==> src/rtl/doze_pkg.sv <==
package doze_pkg;
    parameter int REG_W   = 16;
    parameter int RATIO_W = 3;
    localparam int CNT_W     = (1 << RATIO_W) - 1;
    localparam int WAKE_BIT  = 15;
    localparam int RATE_LSB  = 12;
    localparam int RATE_MSB  = RATE_LSB + RATIO_W - 1;
    localparam int DOZE_BIT  = 11;

    typedef struct packed {
        logic               wake;
        logic [RATIO_W-1:0] rate;
        logic               doze;
    } cfg_t;

    typedef enum logic [1:0] {
        ST_RUN  = 2'd0,
        ST_HOLD = 2'd1,
        ST_FIRE = 2'd2
    } seq_state_t;
endpackage

==> src/rtl/doze_cfg_reg.sv <==
module doze_cfg_reg
    import doze_pkg::*;
(
    input  logic             clk,
    input  logic             rst_n,
    input  logic             wr_en,
    input  logic [REG_W-1:0] wr_data,
    input  logic             irq_evt,
    output cfg_t             cfg_q,
    output cfg_t             cfg_d,
    output logic             cfg_chg
);
    logic hw_clear;
    logic unused_low;

    assign unused_low = ^wr_data[DOZE_BIT-1:0];
    assign hw_clear   = cfg_q.wake && cfg_q.doze && irq_evt;

    always_comb begin
        cfg_d = cfg_q;
        if (wr_en) begin
            cfg_d.wake = wr_data[WAKE_BIT];
            cfg_d.rate = wr_data[RATE_MSB:RATE_LSB];
            cfg_d.doze = wr_data[DOZE_BIT];
        end
        if (hw_clear) begin
            cfg_d.doze = 1'b0;
        end
    end

    assign cfg_chg = (cfg_d.doze != cfg_q.doze) || (cfg_d.rate != cfg_q.rate);

    always_ff @(posedge clk) begin
        if (!rst_n) begin
            cfg_q <= '0;
        end else begin
            cfg_q <= cfg_d;
        end
    end


    wake_clear_chk: assert property (@(posedge clk) disable iff (!rst_n)
        (cfg_q.wake && cfg_q.doze && irq_evt) |=> !cfg_q.doze);


    irq_masked_chk: assert property (@(posedge clk) disable iff (!rst_n)
        (!cfg_q.wake && !wr_en && irq_evt) |=> $stable(cfg_q));


    write_collide_chk: assert property (@(posedge clk) disable iff (!rst_n)
        (wr_en && irq_evt && cfg_q.wake && cfg_q.doze)
        |=> (!cfg_q.doze && cfg_q.rate == $past(wr_data[RATE_MSB:RATE_LSB])));
endmodule

==> src/rtl/doze_seq.sv <==
module doze_seq
    import doze_pkg::*;
(
    input  logic clk,
    input  logic rst_n,
    input  cfg_t cfg_q,
    input  cfg_t cfg_d,
    input  logic cfg_chg,
    output logic core_en
);
    seq_state_t         st_q, st_d;
    logic [CNT_W-1:0]   cnt_q, cnt_d;
    logic [CNT_W-1:0]   lim_q, lim_d;

    always_comb begin
        lim_q = CNT_W'((1 << cfg_q.rate) - 1);
        lim_d = CNT_W'((1 << cfg_d.rate) - 1);
    end

    // next state and counter
    always_comb begin
        st_d  = st_q;
        cnt_d = cnt_q;
        if (!cfg_d.doze) begin
            st_d  = ST_RUN;                       // LEAVE / WAKE
            cnt_d = '0;
        end else if (cfg_chg) begin
            cnt_d = '0;                           // ENTER / RETUNE
            st_d  = (lim_d == '0) ? ST_FIRE : ST_HOLD;
        end else begin
            unique case (st_q)
                ST_HOLD: begin
                    cnt_d = cnt_q + 1'b1;
                    st_d  = (cnt_d == lim_q) ? ST_FIRE : ST_HOLD;  // TICK
                end
                ST_FIRE: begin
                    cnt_d = '0;
                    st_d  = (lim_q == '0) ? ST_FIRE : ST_HOLD;     // REARM
                end
                ST_RUN: begin
                    cnt_d = '0;
                    st_d  = (lim_q == '0) ? ST_FIRE : ST_HOLD;
                end
                default: begin
                    cnt_d = '0;
                    st_d  = ST_RUN;
                end
            endcase
        end
    end

    // state register
    always_ff @(posedge clk) begin
        if (!rst_n) begin
            st_q  <= ST_RUN;
            cnt_q <= '0;
        end else begin
            st_q  <= st_d;
            cnt_q <= cnt_d;
        end
    end

    // outputs
    always_comb begin
        unique case (st_q)
            ST_HOLD: core_en = 1'b0;
            ST_FIRE: core_en = 1'b1;
            ST_RUN:  core_en = 1'b1;
            default: core_en = 1'b1;
        endcase
    end


    cnt_bound_chk: assert property (@(posedge clk) disable iff (!rst_n)
        cnt_q <= lim_q);


    fire_gap_chk: assert property (@(posedge clk) disable iff (!rst_n)
        (st_q == ST_FIRE && lim_q != '0 && !cfg_chg && cfg_d.doze) |=> !core_en);


    run_when_off_chk: assert property (@(posedge clk) disable iff (!rst_n)
        !cfg_q.doze |-> core_en);
endmodule

==> src/rtl/doze_ctl_top.sv <==
module doze_ctl_top
    import doze_pkg::*;
(
    input  logic             clk,
    input  logic             rst_n,
    input  logic             wr_en,
    input  logic [REG_W-1:0] wr_data,
    output logic [REG_W-1:0] rd_data,
    input  logic             irq_evt,
    output logic             core_en,
    output logic             periph_en
);
    cfg_t cfg_q, cfg_d;
    logic cfg_chg;

    doze_cfg_reg u_cfg (
        .clk     (clk),
        .rst_n   (rst_n),
        .wr_en   (wr_en),
        .wr_data (wr_data),
        .irq_evt (irq_evt),
        .cfg_q   (cfg_q),
        .cfg_d   (cfg_d),
        .cfg_chg (cfg_chg)
    );

    doze_seq u_seq (
        .clk     (clk),
        .rst_n   (rst_n),
        .cfg_q   (cfg_q),
        .cfg_d   (cfg_d),
        .cfg_chg (cfg_chg),
        .core_en (core_en)
    );

    always_comb begin
        rd_data = '0;
        rd_data[WAKE_BIT]          = cfg_q.wake;
        rd_data[RATE_MSB:RATE_LSB] = cfg_q.rate;
        rd_data[DOZE_BIT]          = cfg_q.doze;
    end

    assign periph_en = 1'b1;


    reset_val_chk: assert property (@(posedge clk)
        !rst_n |=> (rd_data == '0 && core_en));


    idle_irq_chk: assert property (@(posedge clk) disable iff (!rst_n)
        (!cfg_q.doze && !wr_en && irq_evt) |=> $stable(rd_data));
endmodule

==> config.mk <==
export PLATFORM = sky130hd
export DESIGN_NAME = doze_ctl_top
export DESIGN_NICKNAME = d
export VERILOG_FILES = /design/src/rtl/doze_pkg.sv /design/src/rtl/doze_cfg_reg.sv /design/src/rtl/doze_seq.sv /design/src/rtl/doze_ctl_top.sv
export SDC_FILE = /design/constraint.sdc
export NUM_CORES = 1
export LEC_CHECK = 0
export ABC_CLOCK_PERIOD_IN_PS = 5420
export CAP_MARGIN = 20
export CORE_MARGIN = 1
export CORE_UTILIZATION = 46
export CTS_CLUSTER_SIZE = 14
export DETAILED_ROUTE_END_ITERATION = 10
export PLACE_DENSITY = 0.85
export SLEW_MARGIN = 20
export SYNTH_ARGS = -nofsm -noshare
export SYNTH_HDL_FRONTEND = slang
export SYNTH_HIERARCHICAL = 1
export SYNTH_SLANG_ARGS = --single-unit
export TNS_END_PERCENT = 30
==> constraint.sdc <==
create_clock -name clk -period 5.42 [get_ports clk]
set_input_delay 1.626 -clock clk [delete_from_list [all_inputs] [get_ports clk]]
set_output_delay 1.626 -clock clk [all_outputs]
set_load 0.01 [all_outputs]
==> flow_metrics.env, run 1 <==
export IMPL_slowest_stage="clkdlybuf4s50_1"
export IMPL_mostFrequentLayoutCells="clkdlybuf4s50_1 (14), dfxtp_1 (14), conb_1 (12), nor2_1 (12)"
export IMPL_postCtsHoldBufs=0
export IMPL_cts_clk_slew_worst_paths_ps=90
export IMPL_core_sq_um=1980
export IMPL_start_util=0.494
export IMPL_grt_pass1_wl_um=2990
export IMPL_powerDensity_nw_per_um2=210
export IMPL_cp_slowest_stage_delay_ps=680
export IMPL_crit_path_end_kind="flip-flop"
export IMPL_min_period_ps=3560
export IMPL_hpwl_um=1410
export IMPL_row_count=16
export IMPL_status="completed"
export IMPL_ir_drop_v=0.000183
export IMPL_num_antenna_cells=0
export IMPL_netlist_instances=112
export IMPL_post_drt_wl_per_cell_um=12.1
export IMPL_clkSinkCount=14
export IMPL_vias_per_cell=5.19
export IMPL_syn_mean_instance_area_sq_um=8.75
export IMPL_area_growth_pct=12.8
export IMPL_crit_buf_inv=1
export IMPL_drt_total_wl_um=1810
export IMPL_final_area_sq_um=1100
export IMPL_setup_viol=0
export IMPL_io_buffers=14
export IMPL_cts_resized_gates=0
export IMPL_fmax_mhz=281
export IMPL_root_buffer="clkbuf_4"
export IMPL_rsz0062_at_grt="false"
export IMPL_report_final_hold_viol_count=0
export IMPL_yosysWarnings=6
export IMPL_grt_pass1_vias=654
export IMPL_netlist_cell_type_count=41
export IMPL_fin_nets=145
export IMPL_drive_gt1_frac=0.130
export IMPL_fin_crit_sh=0.657
export IMPL_clockBufferDepth=2
export IMPL_dpl_cell_count=146
export IMPL_num_vias=778
export IMPL_gp_congestion=0.763
export IMPL_critPathMaxFanout=6
export IMPL_clk_latency_ps=270
export IMPL_grt_ovfl_total=0
export IMPL_path_class="in -> reg"
export IMPL_n_fill_cell=178
export IMPL_post_cts_buffers=0
export IMPL_cts_buffers=3
export IMPL_hold_path_class="reg -> reg"
export IMPL_skew_ps=7.36
export IMPL_synth_area_sq_um=980
export IMPL_num_io_pins=38
export IMPL_cpLargestDelayFamily="simple AND/OR/NAND/NOR gates"
export IMPL_grtUsageTotal=0.181
export IMPL_die_area_sq_um=2320
export IMPL_grt_max_degree=14
export IMPL_start_kind="input port"
export IMPL_ys_seq_area_frac=0.286
export IMPL_ant_nets=0
export IMPL_drc_errors=0
export IMPL_yosys_area_top_type_share=0.286
export IMPL_yosysTopAreaCell="dfxtp_1"
export IMPL_cellLeakagePower_nw=0.428
export IMPL_dr_pass1_iters=4
export IMPL_netlist_top_cells_area="dfxtp_1 (29%), buf_4 (10%), xor2_1 (6.3%)"
export IMPL_finalSetupTns_ps=0
export IMPL_ys_ff_latch=14
export IMPL_cap_violations=0
export IMPL_slew_violations=0
export IMPL_drtIter0Drc=9
export IMPL_worstPathRequired_ps=5610
export IMPL_antenna_found_initial=0
export IMPL_crit_chain="clkdlybuf4s50_1 > mux2_4 > nor3_1 > or2b_2 > or3b_2 > o31ai_2"
export IMPL_placed_cell_area_sq_um=1070
export IMPL_cts_tree="yes"
export IMPL_die_h_um=48.2
export IMPL_htree_levels=1
export IMPL_crit_arrival_ps=3750
export IMPL_die_w_um=48.2
export IMPL_final_cells=150
==> cell families (layout without fill, tap and decap cells) <==
logic type	count (synthesis)	in the layout	share of synthesized area
other	2	12	0.00767
adder cells (fa/ha/maj)	1	1	0.0128
AND/OR/NAND/NOR	42	42	0.238
AO/OA/AOI/OAI	17	17	0.139
flip-flops	14	14	0.286
XOR/XNOR	11	11	0.0983
buffers and inverters	19	20	0.133
multiplexers	6	6	0.0856
==> routing by layer <==
| layer | track usage | wire length, um | vias to the layer above |
|---|---|---|---|
| li1 | - | - | 378 |
| met1 | 0.247 | 803 | 370 |
| met2 | 0.293 | 933 | 28 |
| met3 | 0.0370 | 68 | 2 |
| met4 | 0.0389 | 9 | 0 |
| met5 | 0 | 0 | - |
==> registers in the layout (all words and copies together) (netlist names) <==
register,cells
u_cfg/cfg_q,5
u_seq/cnt_q,7
u_seq/st_q,2
==> synthesized netlist by cell type <==
cell	number
a211o_1	1
a21o_1	1
a21oi_2	1
a221oi_1	1
a31oi_1	1
a31oi_2	1
and2_1	7
buf_2	2
buf_4	13
buf_6	1
clkbuf_1	1
conb_1	2
dfxtp_1	14
ha_1	1
inv_1	2
mux2_4	4
mux2i_1	1
mux2i_2	1
nand2_1	6
nand2b_1	1
nand3_2	2
nand4bb_1	1
nor2_1	12
nor2b_1	3
nor3_1	4
nor4_1	1
o2111a_1	1
o2111ai_1	1
o21a_1	2
o21ai_0	1
o21ai_1	2
o22ai_1	2
o31ai_2	1
o41ai_1	1
or2_1	1
or2b_2	1
or3_1	1
or3b_1	1
or3b_2	1
xnor2_1	4
xor2_1	7
==> worst paths after layout <==
path | start | endpoint | slack, ps | cells after the start
min reg2reg | u_seq/cnt_q[0]$_SDFF_PP0_ | u_seq/cnt_q[0]$_SDFF_PP0_ | 500 | 1
min | u_seq/cnt_q[0]$_SDFF_PP0_ | u_seq/cnt_q[0]$_SDFF_PP0_ | 500 | 1
max reg2reg | u_cfg/cfg_q[1]$_SDFF_PN0_ | u_seq/st_q[1]$_SDFF_PN0_ | 3170 | 6
max | wr_en | u_seq/st_q[1]$_SDFF_PN0_ | 1860 | 6
==> per-stage QoR <==
step / hold WS (ps) / worst slack, ps / utilization / power [W]
after global placement: 484 / 1650 / 0.539 / 0.000159
after floorplan: 460 / 2330 / - / 0.000152
after global routing: 534 / 1790 / 0.557 / 0.000245
after detailed placement: 485 / 1580 / 0.539 / 0.000160
after CTS: 503 / 1880 / 0.557 / 0.000234
final: 503 / 1860 / 0.557 / 0.000232
==> area by class of cell <==
| class | instances | area [sq um] | area share |
|---|---|---|---|
| clock buffers | 4 | 36.3 | 0.0328 |
| inverters | 2 | 7.51 | 0.00680 |
| multi-input cells | 89 | 607 | 0.549 |
| flip-flops and latches | 14 | 280 | 0.254 |
| well taps | 27 | 33.8 | 0.0306 |
| repair buffers | 14 | 140 | 0.127 |
==> report_power, final <==
group / switching [W] / internal [W]
logic: 0.0000212 / 0.0000251
registers: 0.00000618 / 0.000106
clock network: 0.0000325 / 0.0000408
(Power assumes the default switching activity.)
==> run 2, diff against run 1 <==
--- a/config.mk
+++ b/config.mk
@@ -5,13 +5,13 @@
 export SDC_FILE = /design/constraint.sdc
 export NUM_CORES = 1
 export LEC_CHECK = 0
-export ABC_CLOCK_PERIOD_IN_PS = 5420
+export ABC_CLOCK_PERIOD_IN_PS = 3230
 export CAP_MARGIN = 20
 export CORE_MARGIN = 1
-export CORE_UTILIZATION = 46
+export CORE_UTILIZATION = 39
 export CTS_CLUSTER_SIZE = 14
 export DETAILED_ROUTE_END_ITERATION = 10
-export PLACE_DENSITY = 0.85
+export PLACE_DENSITY = 0.77
 export SLEW_MARGIN = 20
 export SYNTH_ARGS = -nofsm -noshare
 export SYNTH_HDL_FRONTEND = slang
==> constraint.sdc (replaced) <==
create_clock -name clk -period 3.23 [get_ports clk]
set_input_delay 0.969 -clock clk [delete_from_list [all_inputs] [get_ports clk]]
set_output_delay 0.969 -clock clk [all_outputs]
set_load 0.01 [all_outputs]
==> flow_metrics.env, run 2 (synthesis results as in run 1) <==
export IMPL_gp_congestion=0.760
export IMPL_dr_pass1_iters=4
export IMPL_start_util=0.426
export IMPL_fin_ws_ps=396
export IMPL_hpwl_um=1420
export IMPL_core_sq_um=2300
export IMPL_ant_nets=0
export IMPL_min_period_ps=2830
export IMPL_clockBufferDepth=2
export IMPL_reg_largest_list="u_seq/cnt_q: 7 flops, u_cfg/cfg_q: 5 flops, u_seq/st_q: 2 flops"
export IMPL_rsz0062_at_grt="false"
export IMPL_path_class="in -> reg"
export IMPL_switching_power_w=0.000100
export IMPL_final_cells=152
export IMPL_crit_arrival_ps=3030
export IMPL_htree_levels=1
export IMPL_grt_pass1_wl_um=2950
export IMPL_intPower_w=0.000290
export IMPL_die_w_um=52.1
export IMPL_pwr_share_clk=0.313
export IMPL_comb_power_share=0.202
export IMPL_powerDensity_nw_per_um2=350
export IMPL_skew_ps=1.42
export IMPL_finalSetupTns_ps=0
export IMPL_io_buffers=14
export IMPL_root_buffer="clkbuf_4"
export IMPL_p_sw_frac=0.257
export IMPL_report_final_hold_viol_count=0
export IMPL_grt_busiest_layer="met2"
export IMPL_hold_path_class="reg -> reg"
export IMPL_cap_violations=0
export IMPL_grt_pass1_vias=699
export IMPL_fin_crit_sh=0.877
export IMPL_grt_met1_usage=0.158
export IMPL_grt_ovfl_total=0
export IMPL_critPathMaxFanout=6
export IMPL_n_fill_cell=210
export IMPL_setup_viol=0
export IMPL_status="completed"
export IMPL_drtIter0Drc=20
export IMPL_grt_max_degree=14
export IMPL_vias_per_cell=5.06
export IMPL_num_antenna_cells=0
export IMPL_clk_latency_ps=270
export IMPL_regMostFlops="u_seq/cnt_q"
export IMPL_seqPwrFrac=0.485
export IMPL_num_io_pins=38
export IMPL_post_drt_wl_per_cell_um=11.9
export IMPL_dpl_cell_count=148
export IMPL_post_cts_buffers=0
export IMPL_clkSinkCount=14
export IMPL_cts_tree="yes"
export IMPL_drt_total_wl_um=1810
export IMPL_dp_slack_ps=124
export IMPL_slew_violations=0
export IMPL_multi_input_area_sq_um=607
export IMPL_postCtsHoldBufs=0
export IMPL_crit_path_end_kind="flip-flop"
export IMPL_grtUsageTotal=0.148
export IMPL_largest_reg_flops=7
export IMPL_num_vias=769
export IMPL_area_growth_pct=13.7
export IMPL_row_count=17
export IMPL_die_h_um=52.1
export IMPL_holdWs_ps=522
export IMPL_mostFrequentLayoutCells="clkdlybuf4s50_1 (14), dfxtp_1 (14), conb_1 (12), nor2_1 (12)"
export IMPL_drive_gt1_frac=0.137
export IMPL_cellLeakagePower_nw=0.433
export IMPL_p_total_w=0.000390
export IMPL_start_kind="input port"
export IMPL_die_area_sq_um=2720
export IMPL_cts_clk_slew_worst_paths_ps=80
export IMPL_fin_nets=146
export IMPL_drc_errors=0
export IMPL_seq_area_sq_um=280
export IMPL_ir_drop_v=0.000290
export IMPL_antenna_found_initial=0
export IMPL_grtUsageMet3=0.0263
export IMPL_fmax_mhz=353
export IMPL_grt_use_met2=0.282
export IMPL_cts_buffers=3
export IMPL_cts_resized_gates=0
export IMPL_worstPathRequired_ps=3420
run 2: cell count changes in the layout (fill, tap and decap cells not counted):
cell,before,now
buf_4,0,1
run 2: path summary, 6_finish.rpt:
kind / depth (start not counted) / start / slack (ps) / endpoint
setup reg to reg: 6 / u_cfg/cfg_q[1]$_SDFF_PN0_ / 1020 / u_seq/st_q[1]$_SDFF_PN0_
hold reg to reg: 1 / u_seq/cnt_q[0]$_SDFF_PP0_ / 520 / u_seq/cnt_q[0]$_SDFF_PP0_
hold / removal: 1 / u_seq/cnt_q[0]$_SDFF_PP0_ / 520 / u_seq/cnt_q[0]$_SDFF_PP0_
setup / recovery: 6 / wr_en / 400 / u_seq/st_q[1]$_SDFF_PN0_
run 2: area by class of cell:
class / count / share of cell area
sequential: 14 / 0.252
multi-input combinational: 89 / 0.545
tap: 28 / 0.0315
inverter: 2 / 0.00674
clock buffer: 4 / 0.0326
timing repair buffer: 15 / 0.133
run 2: worst max-delay path, stage by stage:
cell and delay, ps:
clkdlybuf4s50_1 670, mux2_4 340, nor3_1 240, or2b_2 170
or3b_2 460, o31ai_2 180
run 2: metal layers:
metal,vias up,share of wire
met5,-,0
met4,0,0
met3,0,0.027
met2,16,0.53
met1,370,0.45
li1,383,-
run 2: through the flow:
| stage | utilization | cell area (sq um) |
|---|---|---|
| 3_5_place_dp | 0.469 | 1080 |
| 4_1_cts | 0.485 | 1110 |
| 6_report | 0.485 | 1110 |
| 2_1_floorplan | - | 1020 |
| 3_3_place_gp | 0.469 | 1080 |
| 5_1_grt | 0.485 | 1110 |
run 2: power groups by stage:
stage | Combinational, W | Clock [W] | Sequential [W]
floorplan | 0.0000666 | 0 | 0.000188
global placement | 0.0000757 | 0 | 0.000193
detailed placement | 0.0000782 | 0 | 0.000193
CTS | 0.0000787 | 0.000126 | 0.000189
global route | 0.0000862 | 0.000137 | 0.000190
finish | 0.0000787 | 0.000122 | 0.000189
==> run 3, diff against run 2 <==
--- a/config.mk
+++ b/config.mk
@@ -5,13 +5,11 @@
 export SDC_FILE = /design/constraint.sdc
 export NUM_CORES = 1
 export LEC_CHECK = 0
-export ABC_CLOCK_PERIOD_IN_PS = 3230
 export CAP_MARGIN = 20
-export CORE_MARGIN = 1
-export CORE_UTILIZATION = 39
+export CORE_UTILIZATION = 46
 export CTS_CLUSTER_SIZE = 14
 export DETAILED_ROUTE_END_ITERATION = 10
-export PLACE_DENSITY = 0.77
+export PLACE_DENSITY = 0.85
 export SLEW_MARGIN = 20
 export SYNTH_ARGS = -nofsm -noshare
 export SYNTH_HDL_FRONTEND = slang
==> constraint.sdc (replaced) <==
create_clock -name clk -period 3.32 [get_ports clk]
set_input_delay 0.996 -clock clk [delete_from_list [all_inputs] [get_ports clk]]
set_output_delay 0.996 -clock clk [all_outputs]
set_load 0.01 [all_outputs]
==> results of run 3 <==
The final DEF is identical to that of run 1. Status: completed.
Main changes from that run: setup slack after placement 1580 ps -> 114 ps; setup slack after layout 1860 ps -> 390 ps; register-to-register setup slack 3170 ps -> 1070 ps; total power 0.000232 W -> 0.000378 W; worst IR drop on VDD 0.000183 V -> 0.000298 V
